## config.mk

```make
export PLATFORM = sky130hd
export DESIGN_NAME = pit_regif
export DESIGN_NICKNAME = d
export VERILOG_FILES = /design/src/rtl/pit_regif_pkg.sv /design/src/rtl/pit_cmd_decode.sv /design/src/rtl/pit_chan_regs.sv /design/src/rtl/pit_regif.sv
export SDC_FILE = /design/constraint.sdc
export NUM_CORES = 1
export LEC_CHECK = 0
export ABC_AREA = 1
export ABC_CLOCK_PERIOD_IN_PS = 1800
export BUFFER_PORTS_ARGS = -buffer_cell sky130_fd_sc_hd__buf_2
export CORE_AREA = 5 5 105 181
export DETAILED_ROUTE_END_ITERATION = 8
export DIE_AREA = 0 0 110 186
export MAX_ROUTING_LAYER = met4
export PLACE_DENSITY = 0.73
export SLEW_MARGIN = 5
export SYNTH_ARGS = -nofsm -noshare
export SYNTH_HDL_FRONTEND = slang
export SYNTH_SLANG_ARGS = --single-unit
```

## constraint.sdc

```tcl
create_clock -name clk -period 1.8 [get_ports clk]
set_input_delay 0.18 -clock clk [delete_from_list [all_inputs] [get_ports clk]]
set_output_delay 0.18 -clock clk [all_outputs]
set_load 0.1 [all_outputs]
```

## src/rtl/pit_regif_pkg.sv

```systemverilog
package pit_regif_pkg;

   typedef enum logic [1:0] {
      ACC_SNAP = 2'b00,
      ACC_LO   = 2'b01,
      ACC_HI   = 2'b10,
      ACC_WORD = 2'b11
   } acc_e;

   typedef struct packed {
      logic       grp;        // group command
      logic [1:0] sel;
      acc_e       acc;
      logic [2:0] mode;       // already folded
      logic       bcd;
      logic       skip_cnt;
      logic       skip_st;
      logic [2:0] mask;
      logic [5:0] raw;
   } cmd_t;

   function automatic logic [2:0] fold_mode(input logic [2:0] m);
      return m[1] ? {1'b0, m[1:0]} : m;
   endfunction

endpackage

```

## src/rtl/pit_cmd_decode.sv

```systemverilog
module pit_cmd_decode
   import pit_regif_pkg::*;
(
   input  logic [7:0] byte_in,
   output cmd_t       cmd
);
   always_comb begin
      cmd.grp      = (byte_in[7:6] == 2'b11);
      cmd.sel      = byte_in[7:6];
      cmd.acc      = acc_e'(byte_in[5:4]);
      cmd.mode     = fold_mode(byte_in[3:1]);
      cmd.bcd      = byte_in[0];
      cmd.skip_cnt = byte_in[5];
      cmd.skip_st  = byte_in[4];
      cmd.mask     = byte_in[3:1];
      cmd.raw      = byte_in[5:0];
   end
endmodule

```

## src/rtl/pit_chan_regs.sv

```systemverilog
module pit_chan_regs
   import pit_regif_pkg::*;
#(
   parameter int CNT_W = 16
) (
   input  logic             clk,
   input  logic             rst_n,
   input  logic             cfg_wr,
   input  cmd_t             cmd,
   input  logic             snap_cmd,
   input  logic             stat_cmd,
   input  logic             data_wr,
   input  logic             data_rd,
   input  logic [7:0]       wdata,
   input  logic [CNT_W-1:0] count,
   input  logic             out_lvl,
   output logic [7:0]       rd_byte,
   output logic             cfg_pulse,
   output logic [2:0]       mode,
   output logic             bcd,
   output logic             load,
   output logic [CNT_W-1:0] load_val
);
   localparam int PAD_W = 16 - CNT_W;

   acc_e             acc;
   logic [5:0]       raw;
   logic             pend;
   logic             wr_ptr, rd_ptr;
   logic [7:0]       lo_hold;
   logic             cnt_held, st_held;
   logic [CNT_W-1:0] cnt_snap;
   logic [7:0]       st_snap;
   logic [CNT_W-1:0] src;
   logic [7:0]       src_lo, src_hi;
   logic             pick_hi, last_byte;
   logic [15:0]      word;

   assign src    = cnt_held ? cnt_snap : count;
   assign src_lo = src[7:0];

   generate
      if (PAD_W == 0) begin : g_full_hi
         assign src_hi = src[15:8];
      end else begin : g_pad_hi
         assign src_hi = {{PAD_W{1'b0}}, src[CNT_W-1:8]};
      end
   endgenerate

   assign pick_hi   = (acc == ACC_HI) || (acc == ACC_WORD && rd_ptr);
   assign last_byte = (acc != ACC_WORD) || rd_ptr;
   assign rd_byte   = st_held ? st_snap : (pick_hi ? src_hi : src_lo);

   always_comb begin
      unique case (acc)
         ACC_HI:   word = {wdata, 8'h00};
         ACC_WORD: word = {wdata, lo_hold};
         default:  word = {8'h00, wdata};
      endcase
   end

   always_ff @(posedge clk) begin
      if (!rst_n) begin
         acc       <= ACC_WORD;
         raw       <= 6'b110000;
         mode      <= 3'd0;
         bcd       <= 1'b0;
         pend      <= 1'b1;
         wr_ptr    <= 1'b0;
         rd_ptr    <= 1'b0;
         lo_hold   <= 8'h00;
         cnt_held  <= 1'b0;
         st_held   <= 1'b0;
         cnt_snap  <= '0;
         st_snap   <= 8'h00;
         cfg_pulse <= 1'b0;
         load      <= 1'b0;
         load_val  <= '0;
      end else begin
         cfg_pulse <= 1'b0;
         load      <= 1'b0;
         if (cfg_wr) begin
            acc       <= cmd.acc;
            raw       <= cmd.raw;
            mode      <= cmd.mode;
            bcd       <= cmd.bcd;
            pend      <= 1'b1;
            wr_ptr    <= 1'b0;
            rd_ptr    <= 1'b0;
            cnt_held  <= 1'b0;
            st_held   <= 1'b0;
            cfg_pulse <= 1'b1;
         end else begin
            if (snap_cmd && !cnt_held) begin
               cnt_snap <= count;
               cnt_held <= 1'b1;
            end
            if (stat_cmd && !st_held) begin
               st_snap <= {out_lvl, pend, raw};
               st_held <= 1'b1;
            end
            if (data_wr) begin
               if (acc == ACC_WORD && !wr_ptr) begin
                  lo_hold <= wdata;
                  wr_ptr  <= 1'b1;
               end else begin
                  wr_ptr   <= 1'b0;
                  load     <= 1'b1;
                  load_val <= word[CNT_W-1:0];
                  pend     <= 1'b0;
               end
            end
            if (data_rd) begin
               if (st_held) begin
                  st_held <= 1'b0;
               end else begin
                  if (acc == ACC_WORD) rd_ptr <= ~rd_ptr;
                  if (cnt_held && last_byte) cnt_held <= 1'b0;
               end
            end
         end
      end
   end
endmodule

```

## src/rtl/pit_regif.sv

```systemverilog
module pit_regif
   import pit_regif_pkg::*;
#(
   parameter int NCH   = 3,
   parameter int CNT_W = 16
) (
   input  logic                 clk,
   input  logic                 rst_n,
   input  logic                 wr_en,
   input  logic                 rd_en,
   input  logic [1:0]           addr,
   input  logic [7:0]           wdata,
   output logic [7:0]           rdata,
   input  logic [NCH*CNT_W-1:0] ch_count,
   input  logic [NCH-1:0]       ch_out,
   output logic [NCH-1:0]       ch_cfg,
   output logic [NCH*3-1:0]     ch_mode,
   output logic [NCH-1:0]       ch_bcd,
   output logic [NCH-1:0]       ch_load,
   output logic [NCH*CNT_W-1:0] ch_load_val
);
   localparam logic [1:0] CMD_ADDR = 2'd3;

   generate
      if (NCH < 1 || NCH > 3) begin : g_bad_nch
         $error("pit_regif: NCH must be 1 to 3");
      end
      if (CNT_W < 9 || CNT_W > 16) begin : g_bad_cnt_w
         $error("pit_regif: CNT_W must be 9 to 16");
      end
   endgenerate

   cmd_t       cmd;
   logic       cmd_wr;
   logic [7:0] ch_byte [NCH];

   assign cmd_wr = wr_en && (addr == CMD_ADDR);

   pit_cmd_decode u_dec (
      .byte_in (wdata),
      .cmd     (cmd)
   );

   for (genvar i = 0; i < NCH; i++) begin : g_ch
      logic hit, cfg_wr, snap_cmd, stat_cmd;

      assign hit      = !cmd.grp && (cmd.sel == 2'(i));
      assign cfg_wr   = cmd_wr && hit && (cmd.acc != ACC_SNAP);
      assign snap_cmd = cmd_wr && ((hit && cmd.acc == ACC_SNAP) ||
                                   (cmd.grp && !cmd.skip_cnt && cmd.mask[i]));
      assign stat_cmd = cmd_wr && cmd.grp && !cmd.skip_st && cmd.mask[i];

      pit_chan_regs #(.CNT_W(CNT_W)) u_chan (
         .clk       (clk),
         .rst_n     (rst_n),
         .cfg_wr    (cfg_wr),
         .cmd       (cmd),
         .snap_cmd  (snap_cmd),
         .stat_cmd  (stat_cmd),
         .data_wr   (wr_en && addr == 2'(i)),
         .data_rd   (rd_en && addr == 2'(i)),
         .wdata     (wdata),
         .count     (ch_count[i*CNT_W +: CNT_W]),
         .out_lvl   (ch_out[i]),
         .rd_byte   (ch_byte[i]),
         .cfg_pulse (ch_cfg[i]),
         .mode      (ch_mode[i*3 +: 3]),
         .bcd       (ch_bcd[i]),
         .load      (ch_load[i]),
         .load_val  (ch_load_val[i*CNT_W +: CNT_W])
      );
   end

   always_ff @(posedge clk) begin
      if (!rst_n) begin
         rdata <= 8'h00;
      end else if (rd_en) begin
         rdata <= 8'h00;
         for (int k = 0; k < NCH; k++)
            if (addr == 2'(k)) rdata <= ch_byte[k];
      end
   end
endmodule

```

# Yosys cells after proc, flatten, opt, wreduce, memory -nomap -nowiden
# Index checks and enable logic that the tools add are counted.
totals:
  ff_bits: 209
  in_bits: 65
  output_inout_bits: 74
  elab_cells: 218
classes:
  n_eq_ne: 15
  n_mux: 46
  bitwise: 16
  n_reduce_logical: 95
ops:
  columns: ["operator", "count"]
  rows:
  - ["16-bit case mux with 2 select lines", 3]
  - ["8-bit two-way mux", 9]
  - ["16-bit two-way mux", 3]
  - ["1-bit logical AND", 46]
  - ["1-bit two-way mux", 30]
  - ["3-bit AND reduction", 9]
  - ["2-bit equality test (second input constant)", 10]
  - ["2-bit AND reduction", 9]
  - ["1-bit NOT", 16]
  - ["1-bit logical NOT", 12]
  - ["1-bit logical OR", 9]
  - ["3-bit OR reduction", 3]
  - ["2-bit logical NOT", 3]
  - ["2-bit != test (second input constant)", 3]
  - ["2-bit OR reduction", 3]
  - ["2-bit by 1-bit equality test with 1-bit output (second input constant)", 2]
  - ["3-bit two-way mux", 1]
  - ["2-bit nonzero test", 1]

# Logic depth before layout (Yosys ltp)
# Gate-level depths: netlist of run 1.
logic_depth:
  depth_word: 11
  depth_mapped: 11
  ltp_nobuf: 9

# By module
# A second synthesis of run 1 with hierarchy kept.
hier_totals:
  hier_cells: 1568
  area_unflattened_um2: 10257.3
modules_own_cells:
  columns: ["mod", "instances", "cells_per_inst", "area_per_inst_um2", "seq_area_each_um2"]
  rows:
  - ["pit_chan_regs", 3, 474, 3140.5, 1341.3]
  - ["pit_regif", 1, 124, 683.2, 160.2]
  - ["pit_cmd_decode", 1, 22, 152.6, 0.0]

# Worst setup path after synthesis of run 1
# Ideal clock, no wire load.
synth_timing:
  path_type: "reg2reg"
  start: "register g_ch[0].u_chan.load_val[6] (netlist name)"
  end: "register g_ch[0].u_chan.load_val[6]"
  setup_time_ns: 0.075
  t_arrival_ns: 1.266
  t_required_ns: 1.725
  path_slack_ns: 0.459
  stages_incl_launch_ff: 3
  path_buffers: 0
  period_less_slack_ns: 1.341
  path_cell_list: "dfxtp_1 -> o21ai_0 -> a31oi_1"
synth_rtl:
  columns: ["item", "line_no", "source"]
  rows:
  - ["end signal, assigned", "pit_chan_regs.sv:109", "load_val <= word[CNT_W-1:0];"]
  - ["end, declared", "pit_chan_regs.sv:22", "output logic [CNT_W-1:0] load_val"]

==> results.yml, run 1 <==
yosys:
  synth_edf_count: 0
  synth_cell_types: 41
  syn-instance-count: 1205
  synth_seq_area_share_pct: 43.9
  synth_seq_cells: 194
  synth_nets: 1270
  ys_async_sr_fraction_pct: 0
  avgSynthCellArea_um2: 7.35
  yosysWarnings: 0
  syn_area_mm2: 0.00885
  synth_ff_type: "dfxtp_1"
sta:
  fin_ws_ns: 0.230
  period_share_pct: 87.2
  clock_skew_ns: 0.00894
  slew_headroom_pct: 54.9
  slew_viol_final: 0
  worst_pin_slew_ns: 0.676
  hold_viol: 0
  setup-tns-final_ns: 0
  setup_viol: 0
  fmax_mhz: 637
  min_period_ns: 1.57
  rsz0062_at_grt: "no"
clocking:
  clk_pin_slew_worst_paths_ns: 0.07
  cts_tree: "built"
  root_buffer: "clkbuf_16"
  clockBufferDepth: 2
  cts.sinks: 194
  cts_buffers: 17
  htree_levels: 4
  cts_resized: 0
  post_cts_buffers: 0
  hold_buffers: 0
  worstSkewPairLatency_ns: 0.44
routing:
  vias_per_cell: 5.35
  firstDrtPassIters: 5
  vias: 8350
  drtIter0Drc: 634
  ant_nets: 0
  avgRoutedWirePerCell_um: 16.2
  routed_wl_um: 25300
  drcViolationCount: 0
worst_setup_path:
  path_class: "reg2reg"
  crit_arrival_ns: 1.88
  r2r_slack_ns: 0.23
  worstSetupEndpointType: "flip-flop"
  worst-path-max-fanout: 17
  startpoint_type: "flip-flop"
  timing.rr.end: "g_ch[2].u_chan.lo_hold[7]"
  r2r_cells: 5
  crit_path_start: "g_ch[2].u_chan.raw[5]"
  rr_startpoint: "g_ch[2].u_chan.raw[5]"
  critPathRequiredTime_ns: 2.11
worst_hold_path:
  min_from: "ch_count[9]"
  worstHoldEndpoint: "g_ch[0].u_chan.cnt_snap[9]"
  whs_path_depth: 3
  holdCritPathClass: "in2reg"
placement:
  dp_hpwl_um: 18400
  gp_congestion: 0.911
  port_buffers: 138
  place_ws_ns: 0.160
global_route:
  grt_antenna_before_repair: 0
  gr-total-overflow: 0
  grt_first_pass_wirelength_um: 38900
  grt_max_degree: 99
  grt_usage_pct: 25.4
  grt_pass1_vias: 7646
layout:
  drive_above_1_share_pct: 20.6
  fin_nets: 1384
  syn_to_final_growth_pct: 15.0
  antennaDiodeCount: 0
  n_fill_cell: 1704
pwr:
  internal-power_mw: 6.69
  clkPwrFrac_pct: 40.1
  power.switching_mw: 2.46
  peakVddDrop_mv: 0.666
  p_seq_share_pct: 48.2
  total_power_mw: 9.15
  p_leak_nw: 4.60
  swShare_pct: 26.9
  pwr-share-comb_pct: 11.7
  power.density_cell_area_mw_per_mm2: 898
floorplan:
  row_count: 64
  fp.dieW_um: 110
  die_area_mm2: 0.0205
  core_area_mm2: 0.0174
  die_y_um: 186
  ioPinCount: 139
  start_util_pct: 51.0
run:
  cap_violations: 0
outcome:
  outcome: "completed"
state kept, by name (all words and copies together) (netlist names):
signal                 flops
g_ch.u_chan.cnt_held       3
g_ch.u_chan.mode           3
g_ch.u_chan.pend           3
g_ch.u_chan.lo_hold       24
g_ch.u_chan.st_snap       24
g_ch.u_chan.load_val      48
g_ch.u_chan.cfg_pulse      3
g_ch.u_chan.load           3
rdata                      8
g_ch.u_chan.wr_ptr         3
g_ch.u_chan.raw           18
g_ch.u_chan.st_held        3
g_ch.u_chan.cnt_snap      48
g_ch.u_chan.rd_ptr         3
worst max-delay path: stages (launching register included):
cell and delay [ns]:
dfxtp_1 0.43, nand2_1 0.11, nor2_1 0.22, nand2_1 0.34, o21ai_0 0.27, a21oi_1 0.07
worst max-delay path by stage:
stage	end	cells after the start
after floorplan	g_ch[0].u_chan.load_val[6]	2
after global placement	g_ch[1].u_chan.load_val[6]	8
after detailed placement	g_ch[1].u_chan.load_val[6]	8
after CTS	g_ch[0].u_chan.st_snap[6]	4
after global routing	g_ch[0].u_chan.st_snap[6]	4
final	g_ch[2].u_chan.lo_hold[7]	5
cell usage after synthesis (3+ instances only):
cell type	number	area share, %
nor2_4	10	1.3
dfxtp_1	194	44
buf_4	31	2.6
o21ai_2	5	0.49
o21ai_0	77	4.4
nor3_1	16	0.90
buf_6	6	0.76
inv_4	3	0.21
nand2_4	7	0.89
a21oi_2	4	0.40
nor2_2	5	0.35
a22o_1	5	0.49
inv_1	69	2.9
nand2_1	313	13
inv_2	13	0.55
clkinv_1	3	0.13
o21ai_1	3	0.17
nand3_2	3	0.34
nor2_1	105	4.5
a21oi_1	139	7.9
o31ai_1	12	1.0
a31oi_1	5	0.35
nand2_2	4	0.28
o22ai_1	20	1.4
clkbuf_1	22	0.93
nand3_1	87	4.9
buf_1	3	0.13
buf_2	14	0.79
nand3_4	4	0.79
o21ai_4	3	0.55
o31ai_2	6	0.85
cell families (layout without fill, tap and decap cells):
logic type	count (synthesis)	after routing	share of synthesized area, %
simple gates	560	560	28.2
compound gates	283	283	18.4
flops	194	194	43.9
buf+inv	168	294	9.50
stage by stage:
step	instance area, µm²	std cells	utilization, %	hold slack [ns]
floorplan	8850	1205	-	0.290
global route	10200	1562	58.6	0.0200
detailed placement	9630	1531	55.4	0.438
global placement	9630	1531	55.4	0.427
finish	10200	1562	58.6	0.0156
CTS	10200	1562	58.6	0.00482
layer usage:
| layer | vias up | routed length [µm] | track usage [%] |
|---|---|---|---|
| li1 | 4162 | - | - |
| met1 | 3865 | 9970 | 28.5 |
| met2 | 259 | 13200 | 43.8 |
| met3 | 64 | 1250 | 3.96 |
| met4 | 0 | 918 | 10.9 |
| met5 | - | 0 | - |
power by group through the flow:
stage | clock network (mW) | logic, mW | registers (mW)
after floorplan | 0 | 0.551 | 4.69
after global placement | 0 | 1.05 | 4.51
after detailed placement | 0 | 1.06 | 4.51
after CTS | 3.70 | 1.06 | 4.42
after global routing | 3.89 | 1.15 | 4.42
final | 3.67 | 1.07 | 4.42
cells in the final DEF, fill, tap and decap left out, drive strengths merged:
| cell type | synthesis | routed |
|---|---|---|
| nand4 | 2 | 2 |
| nor3 | 17 | 17 |
| dfxtp | 194 | 194 |
| nand2 | 325 | 325 |
| bufinv | 0 | 2 |
| nor2 | 121 | 121 |
| clkbuf | 25 | 21 |
| clkinvlp | 0 | 5 |
| o31ai | 18 | 18 |
| a31oi | 5 | 5 |
| a22oi | 4 | 4 |
| a21oi | 143 | 143 |
| inv | 85 | 85 |
| buf | 55 | 175 |
| o21ai | 88 | 88 |
| nor4 | 1 | 1 |
| clkinv | 3 | 6 |
| a22o | 5 | 5 |
| nand3 | 94 | 94 |
| o22ai | 20 | 20 |
final cells by class:
type | instances | area (µm²) | share of cell area, %
multi-input combinational | 843 | 4130 | 40.5
sequential | 194 | 3880 | 38.1
timing repair buffer | 175 | 993 | 9.75
clock buffer | 21 | 440 | 4.32
inverter | 88 | 338 | 3.32
tap | 231 | 289 | 2.84
clock inverter | 10 | 113 | 1.11
Power figures use the tool's default switching activity.
==> run 2, diff against run 1 <==
--- a/config.mk
+++ b/config.mk
@@ -8,9 +8,9 @@
 export ABC_AREA = 1
 export ABC_CLOCK_PERIOD_IN_PS = 1800
 export BUFFER_PORTS_ARGS = -buffer_cell sky130_fd_sc_hd__buf_2
-export CORE_AREA = 5 5 105 181
+export CORE_AREA = 5 5 137 139
 export DETAILED_ROUTE_END_ITERATION = 8
-export DIE_AREA = 0 0 110 186
+export DIE_AREA = 0 0 142 144
 export MAX_ROUTING_LAYER = met4
 export PLACE_DENSITY = 0.73
 export SLEW_MARGIN = 5
==> results.yml, run 2 (synthesis results as in run 1) <==
placement:
  place_ws_ns: 0.169
  dp_hpwl_um: 17500
  gp_congestion: 0.908
  port_buffers: 138
layout:
  syn_to_final_growth_pct: 15.5
  top_regs: "g_ch.u_chan.cnt_snap x48, g_ch.u_chan.load_val x48"
  layout_commonest_cell: "nand2_1"
  layout_common_cells: "nand2_1, dfxtp_1, a21oi_1, buf_2, nor2_1"
  fin_util_pct: 58.3
  drive_above_1_share_pct: 20.8
  n_fill_cell: 1695
  fin_nets: 1386
  multi_input_area_mm2: 0.00413
  area.sequential_mm2: 0.00388
  antennaDiodeCount: 0
clocking:
  clk_pin_slew_worst_paths_ns: 0.07
  worstSkewPairLatency_ns: 0.44
  cts_tree: "built"
  root_buffer: "clkbuf_16"
  htree_levels: 4
  clockBufferDepth: 2
  post_cts_buffers: 0
  hold_buffers: 1
  cts_buffers: 17
  cts_resized: 0
  cts.sinks: 194
sta:
  slew_viol_final: 0
  setup-tns-final_ns: 0
  clock_skew_ns: 0.00794
  fmax_mhz: 639
  worst_pin_slew_ns: 0.503
  fin_hold_ws_ns: 0.0213
  rsz0062_at_grt: "no"
  hold_viol: 0
  slew_headroom_pct: 66.4
  fin_ws_ns: 0.236
  period_share_pct: 86.9
  setup_viol: 0
  min_period_ns: 1.56
worst_setup_path:
  crit_buf_inv: 0
  startpoint_type: "flip-flop"
  crit_arrival_ns: 1.88
  crit_family: "simple AND/OR/NAND/NOR gates"
  cp_cell_sequence: "nand2_2 -> nor2_1 -> nand2_1 -> o21ai_0 -> a21oi_1"
  worstSetupEndpointType: "flip-flop"
  critPathRequiredTime_ns: 2.11
  cp_slowest_cell: "dfxtp_1"
  max_stage_delay_ns: 0.47
  worst-path-max-fanout: 16
  path_class: "reg2reg"
floorplan:
  die_y_um: 144
  ioPinCount: 139
  start_util_pct: 50.5
  row_count: 49
  die_area_mm2: 0.0204
  fp.dieW_um: 142
  core_area_mm2: 0.0175
routing:
  avgRoutedWirePerCell_um: 15.8
  vias_per_cell: 5.32
  drtIter0Drc: 733
  ant_nets: 0
  drcViolationCount: 0
  firstDrtPassIters: 5
  vias: 8322
  routed_wl_um: 24600
pwr:
  total_power_mw: 9.26
  power.density_cell_area_mw_per_mm2: 905
  peakVddDrop_mv: 0.803
  p_leak_nw: 4.64
outcome:
  outcome: "completed"
worst_hold_path:
  holdCritPathClass: "in2reg"
global_route:
  gr-total-overflow: 0
  grt_usage_pct: 24.7
  grt_max_degree: 53
  grt_pass1_vias: 7766
  grt_first_pass_wirelength_um: 39400
  grt_antenna_before_repair: 0
run:
  cap_violations: 0
## run 2: cell types whose count changed in the layout (fill, tap and decap cells not counted), sizes merged
cell	change
inv	+6
clkinvlp	-4
buf	+1
bufinv	-1
dlygate4sd3	+1
## run 2: area by class of cell
cell class              instances  share of cell area (%)
multi-input cells             843                    40.4
flip-flops and latches        194                    38.0
repair buffers                177                    9.88
clock buffers                  21                    4.50
inverters                      88                    3.30
well taps                     229                    2.80
clock inverters                11                    1.17
## run 2: report_power, final
part | internal (mW) | switching, mW | total, mW
logic | 0.289 | 0.782 | 1.07
clock network | 2.03 | 1.74 | 3.77
registers | 4.37 | 0.0442 | 4.42
## run 2: path summary, 6_finish.rpt
path / to / cells past startpoint / startpoint / slack [ns]
min reg2reg: g_ch[0].u_chan.mode[2] / 2 / g_ch[0].u_chan.mode[2] / 0.45
max: g_ch[0].u_chan.lo_hold[5] / 5 / g_ch[0].u_chan.raw[4] / 0.24
max reg2reg: g_ch[0].u_chan.lo_hold[5] / 5 / g_ch[0].u_chan.raw[4] / 0.24
min: g_ch[0].u_chan.cnt_snap[6] / 3 / ch_count[6] / 0.02
## run 2: layer usage
metal	vias up	part of all wire, %	global-route usage, %	wire length, µm
met1	3829	46	33.6	11300
met3	34	6.7	4.89	1660
met4	0	1.6	7.07	393
li1	4176	-	-	-
met5	-	0	-	0
met2	283	46	37.6	11300
## run 2: worst min-delay path: stages
cell     delay, ns
buf_2         0.10
nand3_1       0.07
a21oi_1       0.06
## run 2: through the flow
stage	cell area (µm²)	cells
finish	10200	1563
global route	10200	1563
CTS	10200	1563
detailed placement	9640	1530
global placement	9640	1530
floorplan	8850	1205
